--- src/rtl/dmacp_pkg.sv ---
package dmacp_pkg;

   typedef enum logic [3:0] {
      RG_S_ADDR = 4'h0, RG_S_XCNT = 4'h1, RG_S_XMOD = 4'h2, RG_S_YCNT = 4'h3,
      RG_S_YMOD = 4'h4, RG_S_STAT = 4'h5, RG_S_CFG  = 4'h6,
      RG_D_ADDR = 4'h8, RG_D_XCNT = 4'h9, RG_D_XMOD = 4'hA, RG_D_YCNT = 4'hB,
      RG_D_YMOD = 4'hC, RG_D_STAT = 4'hD, RG_D_CFG  = 4'hE
   } chan_reg_e;

   localparam int CFG_EN      = 0;
   localparam int CFG_WNR     = 1;
   localparam int CFG_WID_LSB = 2;
   localparam int CFG_2D      = 4;
   localparam int CFG_IRQ     = 7;
   localparam logic [31:0] STAT_CLR = 32'h3;

   localparam int STEP_FIRST_2D = 0;
   localparam int STEP_FIRST_1D = 4;
   localparam int STEP_LAST_PRG = 13;
   localparam int STEP_FIRST_CL = 14;
   localparam int STEP_LAST_CL  = 16;

   typedef struct packed {
      logic [1:0]  shift;
      logic        is2d;
      logic [31:0] mod;
      logic [31:0] dst_start;
      logic [31:0] src_start;
      logic [31:0] xcnt;
      logic [31:0] ycnt;
   } plan_t;

endpackage

--- src/rtl/dmacp_plan.sv ---
module dmacp_plan
   import dmacp_pkg::*;
#(
   parameter int AW = 32,
   parameter int LW = 24
) (
   input  logic [AW-1:0] dst,
   input  logic [AW-1:0] src,
   input  logic [LW-1:0] len,
   output plan_t         plan
);
   localparam logic [31:0] ROW_MAX = 32'h0001_0000;

   logic          all4, all2, back;
   logic [1:0]    sh;
   logic [31:0]   esz;
   logic [AW-1:0] d_start, s_start;
   logic [31:0]   d_w, s_w;
   logic [LW-1:0] cnt;
   logic [4:0]    row_sh;

   always_comb begin
      all4   = ~|{dst[1:0], src[1:0], len[1:0]};
      all2   = ~|{dst[0], src[0], len[0]};
      sh     = all4 ? 2'd2 : (all2 ? 2'd1 : 2'd0);
      esz    = 32'd1 << sh;
      back   = src < dst;
      d_start = back ? dst + AW'(len) - AW'(esz) : dst;
      s_start = back ? src + AW'(len) - AW'(esz) : src;
      cnt    = len >> sh;
      row_sh = 5'd16 - {3'b0, sh};
   end

   generate
      if (AW == 32) begin : g_full
         assign d_w = d_start;
         assign s_w = s_start;
      end else begin : g_pad
         assign d_w = {{(32-AW){1'b0}}, d_start};
         assign s_w = {{(32-AW){1'b0}}, s_start};
      end
   endgenerate

   always_comb begin
      plan.shift     = sh;
      plan.is2d      = 32'(cnt) > ROW_MAX;
      plan.mod       = back ? (~esz + 32'd1) : esz;
      plan.dst_start = d_w;
      plan.src_start = s_w;
      if (plan.is2d) begin
         plan.ycnt = 32'(cnt >> row_sh);
         plan.xcnt = 32'd1 << row_sh;
      end else begin
         plan.ycnt = 32'd0;
         plan.xcnt = 32'(cnt);
      end
   end
endmodule

--- src/rtl/dmacp_seq.sv ---
module dmacp_seq
   import dmacp_pkg::*;
(
   input  logic        clk,
   input  logic        rst_n,
   input  logic        go,
   input  plan_t       plan,
   input  logic        dma_done,
   input  logic        src_enabled,
   output logic        wr_valid,
   output logic [3:0]  wr_reg,
   output logic [31:0] wr_data,
   output logic        fin
);
   typedef enum logic [2:0] {Q_IDLE, Q_PRE, Q_PROG, Q_WAIT, Q_CLEAN} seq_e;

   seq_e        st;
   logic [4:0]  step;
   logic [31:0] s_cfg, d_cfg;
   chan_reg_e   rg;

   always_comb begin
      s_cfg = 32'd0;
      s_cfg[CFG_EN] = 1'b1;
      s_cfg[CFG_WID_LSB +: 2] = plan.shift;
      s_cfg[CFG_2D] = plan.is2d;
      d_cfg = s_cfg;
      d_cfg[CFG_WNR] = 1'b1;
      d_cfg[CFG_IRQ] = 1'b1;
   end

   assign fin = (st == Q_CLEAN && step == 5'(STEP_LAST_CL)) ||
                (st == Q_WAIT && !dma_done && !src_enabled);

   always_ff @(posedge clk) begin
      if (!rst_n) begin
         st   <= Q_IDLE;
         step <= '0;
      end else begin
         case (st)
            Q_IDLE: if (go) begin
               st   <= Q_PRE;
               step <= plan.is2d ? 5'(STEP_FIRST_2D) : 5'(STEP_FIRST_1D);
            end
            Q_PRE: if (!src_enabled || dma_done) st <= Q_PROG;
            Q_PROG: begin
               step <= step + 5'd1;
               if (step == 5'(STEP_LAST_PRG)) st <= Q_WAIT;
            end
            Q_WAIT: if (dma_done) st <= Q_CLEAN;
                    else if (!src_enabled) st <= Q_IDLE;
            Q_CLEAN: begin
               step <= step + 5'd1;
               if (step == 5'(STEP_LAST_CL)) st <= Q_IDLE;
            end
            default: st <= Q_IDLE;
         endcase
      end
   end

   always_comb begin
      wr_valid = (st == Q_PROG) || (st == Q_CLEAN);
      rg       = RG_S_CFG;
      wr_data  = 32'd0;
      case (step)
         5'd0:  begin rg = RG_D_YCNT; wr_data = plan.ycnt;      end
         5'd1:  begin rg = RG_S_YCNT; wr_data = plan.ycnt;      end
         5'd2:  begin rg = RG_D_YMOD; wr_data = plan.mod;       end
         5'd3:  begin rg = RG_S_YMOD; wr_data = plan.mod;       end
         5'd4:  begin rg = RG_D_ADDR; wr_data = plan.dst_start; end
         5'd5:  begin rg = RG_D_XCNT; wr_data = plan.xcnt;      end
         5'd6:  begin rg = RG_D_XMOD; wr_data = plan.mod;       end
         5'd7:  begin rg = RG_D_STAT; wr_data = STAT_CLR;       end
         5'd8:  begin rg = RG_S_ADDR; wr_data = plan.src_start; end
         5'd9:  begin rg = RG_S_XCNT; wr_data = plan.xcnt;      end
         5'd10: begin rg = RG_S_XMOD; wr_data = plan.mod;       end
         5'd11: begin rg = RG_S_STAT; wr_data = STAT_CLR;       end
         5'd12: begin rg = RG_S_CFG;  wr_data = s_cfg;          end
         5'd13: begin rg = RG_D_CFG;  wr_data = d_cfg;          end
         5'd14: begin rg = RG_D_STAT; wr_data = STAT_CLR;       end
         5'd15: begin rg = RG_S_CFG;  wr_data = 32'd0;          end
         5'd16: begin rg = RG_D_CFG;  wr_data = 32'd0;          end
         default: begin rg = RG_S_CFG; wr_data = 32'd0;         end
      endcase
      wr_reg = rg;
   end
endmodule

--- src/rtl/dma_copy_xlate.sv ---
module dma_copy_xlate
   import dmacp_pkg::*;
#(
   parameter int AW = 32,
   parameter int LW = 24
) (
   input  logic          clk,
   input  logic          rst_n,
   input  logic          req_valid,
   output logic          req_ready,
   input  logic [AW-1:0] req_dst,
   input  logic [AW-1:0] req_src,
   input  logic [LW-1:0] req_len,
   input  logic          dma_done,
   input  logic          src_enabled,
   output logic          wr_valid,
   output logic [3:0]    wr_reg,
   output logic [31:0]   wr_data,
   output logic          cmp_done
);
   localparam int BLK_W = 16;

   generate
      if (LW <= BLK_W || LW > AW || AW > 32) begin : g_bad_cfg
         $error("dma_copy_xlate: need 16 < LW <= AW <= 32");
      end
   endgenerate

   typedef enum logic [1:0] {T_IDLE, T_RUN, T_FIN} top_e;

   top_e          st;
   logic          go_q, has_rest, seq_fin;
   logic [AW-1:0] cur_dst, cur_src, rest_dst, rest_src;
   logic [LW-1:0] cur_len, rest_len, bulk, tail;
   plan_t         plan;

   assign bulk = {req_len[LW-1:BLK_W], {BLK_W{1'b0}}};
   assign tail = {{(LW-BLK_W){1'b0}}, req_len[BLK_W-1:0]};

   always_ff @(posedge clk) begin
      if (!rst_n) begin
         st       <= T_IDLE;
         go_q     <= 1'b0;
         has_rest <= 1'b0;
         cur_dst  <= '0;
         cur_src  <= '0;
         cur_len  <= '0;
         rest_dst <= '0;
         rest_src <= '0;
         rest_len <= '0;
      end else begin
         go_q <= 1'b0;
         case (st)
            T_IDLE: if (req_valid) begin
               if (req_len == '0) begin
                  st <= T_FIN;
               end else begin
                  st      <= T_RUN;
                  go_q    <= 1'b1;
                  cur_dst <= req_dst;
                  cur_src <= req_src;
                  if (bulk != '0) begin
                     cur_len  <= bulk;
                     has_rest <= tail != '0;
                  end else begin
                     cur_len  <= tail;
                     has_rest <= 1'b0;
                  end
                  rest_dst <= req_dst + AW'(bulk);
                  rest_src <= req_src + AW'(bulk);
                  rest_len <= tail;
               end
            end
            T_RUN: if (seq_fin) begin
               if (has_rest) begin
                  has_rest <= 1'b0;
                  go_q     <= 1'b1;
                  cur_dst  <= rest_dst;
                  cur_src  <= rest_src;
                  cur_len  <= rest_len;
               end else begin
                  st <= T_FIN;
               end
            end
            default: st <= T_IDLE;
         endcase
      end
   end

   assign req_ready = (st == T_IDLE);
   assign cmp_done  = (st == T_FIN);

   dmacp_plan #(.AW(AW), .LW(LW)) u_plan (
      .dst(cur_dst), .src(cur_src), .len(cur_len), .plan(plan)
   );

   dmacp_seq u_seq (
      .clk(clk), .rst_n(rst_n), .go(go_q), .plan(plan),
      .dma_done(dma_done), .src_enabled(src_enabled),
      .wr_valid(wr_valid), .wr_reg(wr_reg), .wr_data(wr_data), .fin(seq_fin)
   );
endmodule

--- config.mk ---
export PLATFORM = sky130hd
export DESIGN_NAME = dma_copy_xlate
export DESIGN_NICKNAME = d
export VERILOG_FILES = /design/src/rtl/dmacp_pkg.sv /design/src/rtl/dmacp_plan.sv /design/src/rtl/dmacp_seq.sv /design/src/rtl/dma_copy_xlate.sv
export SDC_FILE = /design/constraint.sdc
export NUM_CORES = 1
export LEC_CHECK = 0
export ABC_AREA = 0
export BUFFER_PORTS_ARGS = -buffer_cell sky130_fd_sc_hd__buf_4
export CAP_MARGIN = 20
export CORE_MARGIN = 2
export CORE_UTILIZATION = 40
export DETAILED_ROUTE_END_ITERATION = 10
export PLACE_DENSITY = 0.69
export SLEW_MARGIN = 5
export SYNTH_ARGS = -nofsm -noshare
export SYNTH_HDL_FRONTEND = slang
export SYNTH_HIERARCHICAL = 1
export SYNTH_SLANG_ARGS = --single-unit
--- constraint.sdc ---
create_clock -name clk -period 6.06 [get_ports clk]
set_input_delay 1.212 -clock clk [delete_from_list [all_inputs] [get_ports clk]]
set_output_delay 1.212 -clock clk [all_outputs]
set_load 0.02 [all_outputs]
**Word level (Yosys, flattened, before mapping)**

Index checks and enable logic that the tools add are counted.

- $add $sub $neg: 9
- $mul: 0
- Div/mod/pow operators: 0
- Magnitude comparators: 2
- Equality and inequality tests: 31
- Shift-type cells: 4
- Mux-type cells: 49
- Bitwise operators: 2
- Reductions and logical operators: 31

Operators with widths:

| cell | number |
|---|---|
| $mux 32 | 11 |
| $pmux 32 s8 | 1 |
| $add 32x24->32 | 4 |
| $pmux 32 s2 | 2 |
| $mux 24 | 5 |
| $mux 64 | 1 |
| $sub 32x32->32 | 2 |
| $pmux 4 s13 | 1 |
| $pmux 24 s2 | 1 |
| $reduce_bool 24->1 | 2 |
| $eq 5x4->1 const B | 7 |
| $add 32x1->32 const B | 1 |
| $lt 32x32->1 | 1 |
| $not 32->32 | 1 |
| $shl 1x2->32 const A | 1 |
| $shl 1x5->32 const A | 1 |
| $shr 24x5->32 | 1 |
| $gt 24x17->1 const B | 1 |
| $logic_not 24->1 | 1 |
| $shr 24x2->24 | 1 |
| $mux 3 | 7 |
| $eq 5x3->1 const B | 4 |
| $pmux 3 s5 | 1 |
| $ne 2x2->1 const B | 7 |
| other kinds (34) | 63 |

- Register bits after elaboration: 180
- Latch bits: 0
- RAM bits: 0
- ROM bits: 0
- Word-level logic and storage cells: 139
- Memories: 0

**Longest topological paths before layout**

- Word-level depth: 8
- Depth in mapped cells: 20

**By module**

Netlist, hierarchy kept.

By module, submodules not included:

| module | times used | cells an instance | area each (um^2) | sequential area each (um^2) |
|---|---|---|---|---|
| dma_copy_xlate | 1 | 960 | 7733.7 | 3443.3 |
| dmacp_plan | 1 | 1088 | 7040.5 | 0.0 |
| dmacp_seq | 1 | 235 | 1820.5 | 160.2 |

**Least setup slack after synthesis**

OpenSTA, ideal clock, no wires.

- Path kind: flip-flop to output port
- From: register cur_dst[0]
- To: output wr_data[30]
- Arrival time: 4.265 ns
- Setup slack: 0.583 ns
- Cell stages (with the launch flop): 21
- Path buffers: 2
- Path through: dfxtp_1 -> nor3_4 -> clkbuf_1 -> buf_1 -> nor2_1 -> a21oi_1 -> ha_1 -> a21o_1 -> ha_1 -> nor2b_1 -> o21ai_0 -> a21boi_0 -> o31ai_1 -> a21o_1 -> a31oi_1 -> a2111oi_0 -> xor2_1 -> o21ai_0 -> a22oi_1 -> o2bb2ai_1 -> a221o_1

RTL lines:

| what | RTL line | source |
|---|---|---|
| from (decl) | dma_copy_xlate.sv:33 | `logic [AW-1:0] cur_dst, cur_src, rest_dst, rest_src;` |
| from (signal assigned) | dma_copy_xlate.sv:60 | `cur_dst <= req_dst;` |
| from (signal assigned) | dma_copy_xlate.sv:78 | `cur_dst <= rest_dst;` |
| to (decl) | dma_copy_xlate.sv:18 | `output logic [31:0] wr_data,` |

==> impl_metrics.py <==
metrics = {
    "clock_tree": {
        "clkTransAtPathRegs_ns": 0.07,
        "clock_sinks": 180,
        "cts_root_buffer": "clkbuf_16",
        "h-tree-depth": 4,
        "clock_path_buffers": 2,
        "clock_latency_ns": 0.45,
        "hold_buffers": 0,
        "cts_tree": "done",
        "cts_buffers": 17,
    },
    "run": {
        "cap_violations": 0,
    },
    "critical_path": {
        "cp_max_fo": 5,
        "critical_path_arrival_ns": 4.60,
        "cp.required_ns": 4.85,
        "rr_startpoint": "u_seq/step[4]",
        "endpoint_kind": "output port",
        "startpoint_type": "flip-flop",
        "crit_path_top_delay_cell": "fa_1",
        "critPathKind": "reg2out",
        "crit_path_cell_trace": "nor3_4 -> nand2_2 -> fa_1 -> ha_1 -> and2_1 -> a221oi_2 -> a21o_1 -> a21oi_4 -> nor3_2 -> o31ai_1 -> a31oi_1 -> xor2_1 -> o21ai_0 -> a22oi_2 -> o2bb2ai_1 -> a221o_1 -> buf_4",
        "slowest_delay_ns": 0.41,
        "r2r_cells": 6,
        "crit_path_start": "cur_dst[0]",
    },
    "synth": {
        "yosysMostFrequentCell": "nand2_1",
        "yosys.area.top_type": "dfxtp_1",
        "ys_seq_elements": 180,
        "syn_area_per_cell_um2": 7.269,
        "synth_area_um2": 16590,
        "synth_seq_area_share": 0.2171,
        "synth_area_leaders": "dfxtp_1, ha_1, nand2_1",
        "ys.flop_type": "dfxtp_1",
        "synthCells": 2283,
        "ys_top_cells_by_count": "nand2_1, inv_1, dfxtp_1",
        "synthArstFlopShare": 0,
        "synth_edf_count": 0,
        "ys_types": 86,
        "yosysWarnings": 6,
        "synth_top_area_share": 0.2171,
    },
    "route": {
        "avgViaCountPerCell": 5.844,
        "routed_wl_mm": 54.77,
        "wl_per_cell_um": 19.20,
        "initialDrtViolationCount": 1686,
        "ant_nets": 0,
        "num_vias": 16670,
        "drcViolationCount": 0,
        "drtPass1Iterations": 6,
    },
    "placement": {
        "port-buffer-count": 131,
        "hpwl_mm": 41.78,
        "gp_routability_congestion": 0.9172,
    },
    "status": {
        "outcome": "complete, no violations",
    },
    "layout": {
        "multi_input_area_um2": 11440,
        "final_nets": 2566,
        "seq_area_um2": 3607,
        "nFillCells": 4138,
        "drive_gt1_frac": 0.1224,
        "syn_to_final_growth_pct": 11.56,
        "n_antenna_cell": 0,
        "fin_util": 0.4524,
    },
    "sta": {
        "finalSetupViolations": 0,
        "fmax_ghz": 0.1720,
        "max_slew.worst_pin.slew_ns": 1.130,
        "maxSlewViolCount": 0,
        "skew_ns": 0.01810,
        "finalCritPeriodShare": 0.9594,
        "holdWs_ns": 0.4544,
        "period_needed_ns": 5.814,
        "slew_headroom": 0.2466,
        "finalHoldViolations": 0,
    },
    "hold_path": {
        "hp-start": "rest_dst[4]",
        "whs_path_depth": 2,
        "worstHoldPathType": "reg2reg",
    },
    "floorplan": {
        "io_pins": 132,
        "start_util": 0.4055,
        "die-area_um2": 43130,
        "rows": 74,
        "design.core.area_um2": 40920,
        "die_w_um": 207.7,
        "die_h_um": 207.7,
    },
    "grt": {
        "first_global_vias": 15030,
        "grt_usage": 0.2447,
        "grt_first_pass_wirelength_mm": 85.36,
        "grt_start_max_net_pins": 119,
        "gr-total-overflow": 0,
        "antenna_found_initial": 0,
    },
    "power_and_ir_drop": {
        "p_per_area_nw_per_um2": 295.3,
        "p_leak_nw": 7.686,
        "vdd_drop_max_mv": 0.2355,
        "total_power_w": 0.005466,
    },
}
cells in the final DEF, fill, tap and decap left out, drive strengths merged, types with 46 or more instances in the layout:
cell and instances:
a21o 46, a21oi 155, a311oi 74, buf 183, dfxtp 180, ha 159, inv 207, nand2 397
nor2 92, nor3 105, o21ai 115
final timing paths:
check,to,slack (ns)
hold / removal,rest_dst[4],0.45
hold reg to reg,rest_dst[4],0.45
setup reg to reg,cur_dst[19],1.95
setup / recovery,wr_data[29],0.25
power breakdown:
part | internal, W | leakage [nW] | total [W] | switching [W]
Combinational | 0.00114 | 5.91 | 0.00288 | 0.00174
Clock | 0.000669 | 0.291 | 0.00117 | 0.000500
Sequential | 0.00129 | 1.48 | 0.00142 | 0.000131
per-layer routing:
metal,up-vias,wire length [µm],track usage
li1,8121,-,-
met1,7848,26670,0.3755
met2,663,23020,0.3654
met3,41,4511,0.03374
met4,0,572,0.03962
met5,-,0,0
critical path: cells and delay by family (launching register included):
family / cells / cell delay [ns]
flops: 1 / 0.34
buf+inv: 1 / 0.16
simple gates: 4 / 0.91
xor+xnor: 1 / 0.18
fa+ha+maj: 2 / 0.75
compound gates: 9 / 1.82
kinds of logic (layout without fill, tap and decap cells):
| group | Yosys count | in the layout | share of synthesized area |
|---|---|---|---|
| compound gates | 670 | 670 | 0.2839 |
| xor+xnor | 80 | 80 | 0.04222 |
| fa+ha+maj | 165 | 165 | 0.1271 |
| buf+inv | 420 | 419 | 0.1166 |
| flops | 180 | 180 | 0.2171 |
| mux | 9 | 9 | 0.005655 |
| other cells | 2 | 41 | 0.0004526 |
| simple gates | 757 | 757 | 0.2069 |
area by class of cell:
class                   instances  share of cell area
inverters                     204             0.04150
well taps                     532             0.03596
multi-input cells            1722              0.6181
repair buffers                183             0.07624
clock inverters                12            0.009192
clock buffers                  20             0.02413
flip-flops and latches        180              0.1948
stage by stage:
stage | worst slack, ns | area [µm²] | std cells | TNS (ns)
4_1_cts | 0.004598 | 18320 | 2846 | 0
5_1_grt | -0.03411 | 18510 | 2853 | -0.08309
3_3_place_gp | 0.2469 | 17650 | 2813 | 0
3_5_place_dp | 0.1741 | 17650 | 2813 | 0
2_1_floorplan | 0.5829 | 16740 | 2322 | 0
6_report | 0.2461 | 18510 | 2853 | 0
state kept, by name, summed over array words and instances, names as in the netlist:
signal	flops
cur_src	32
rest_src	32
go_q	1
has_rest	1
st	2
rest_dst	32
u_seq/st	3
u_seq/step	5
cur_dst	32
rest_len	16
cur_len	24
repair_timing:
action                     in CTS  in global routing
pin swaps                       0                 14
setup endpoints to repair      10                 18
gates resized for setup        12                 34
setup buffers                   1                  7
Note: power is estimated with default switching activity, not from simulation.
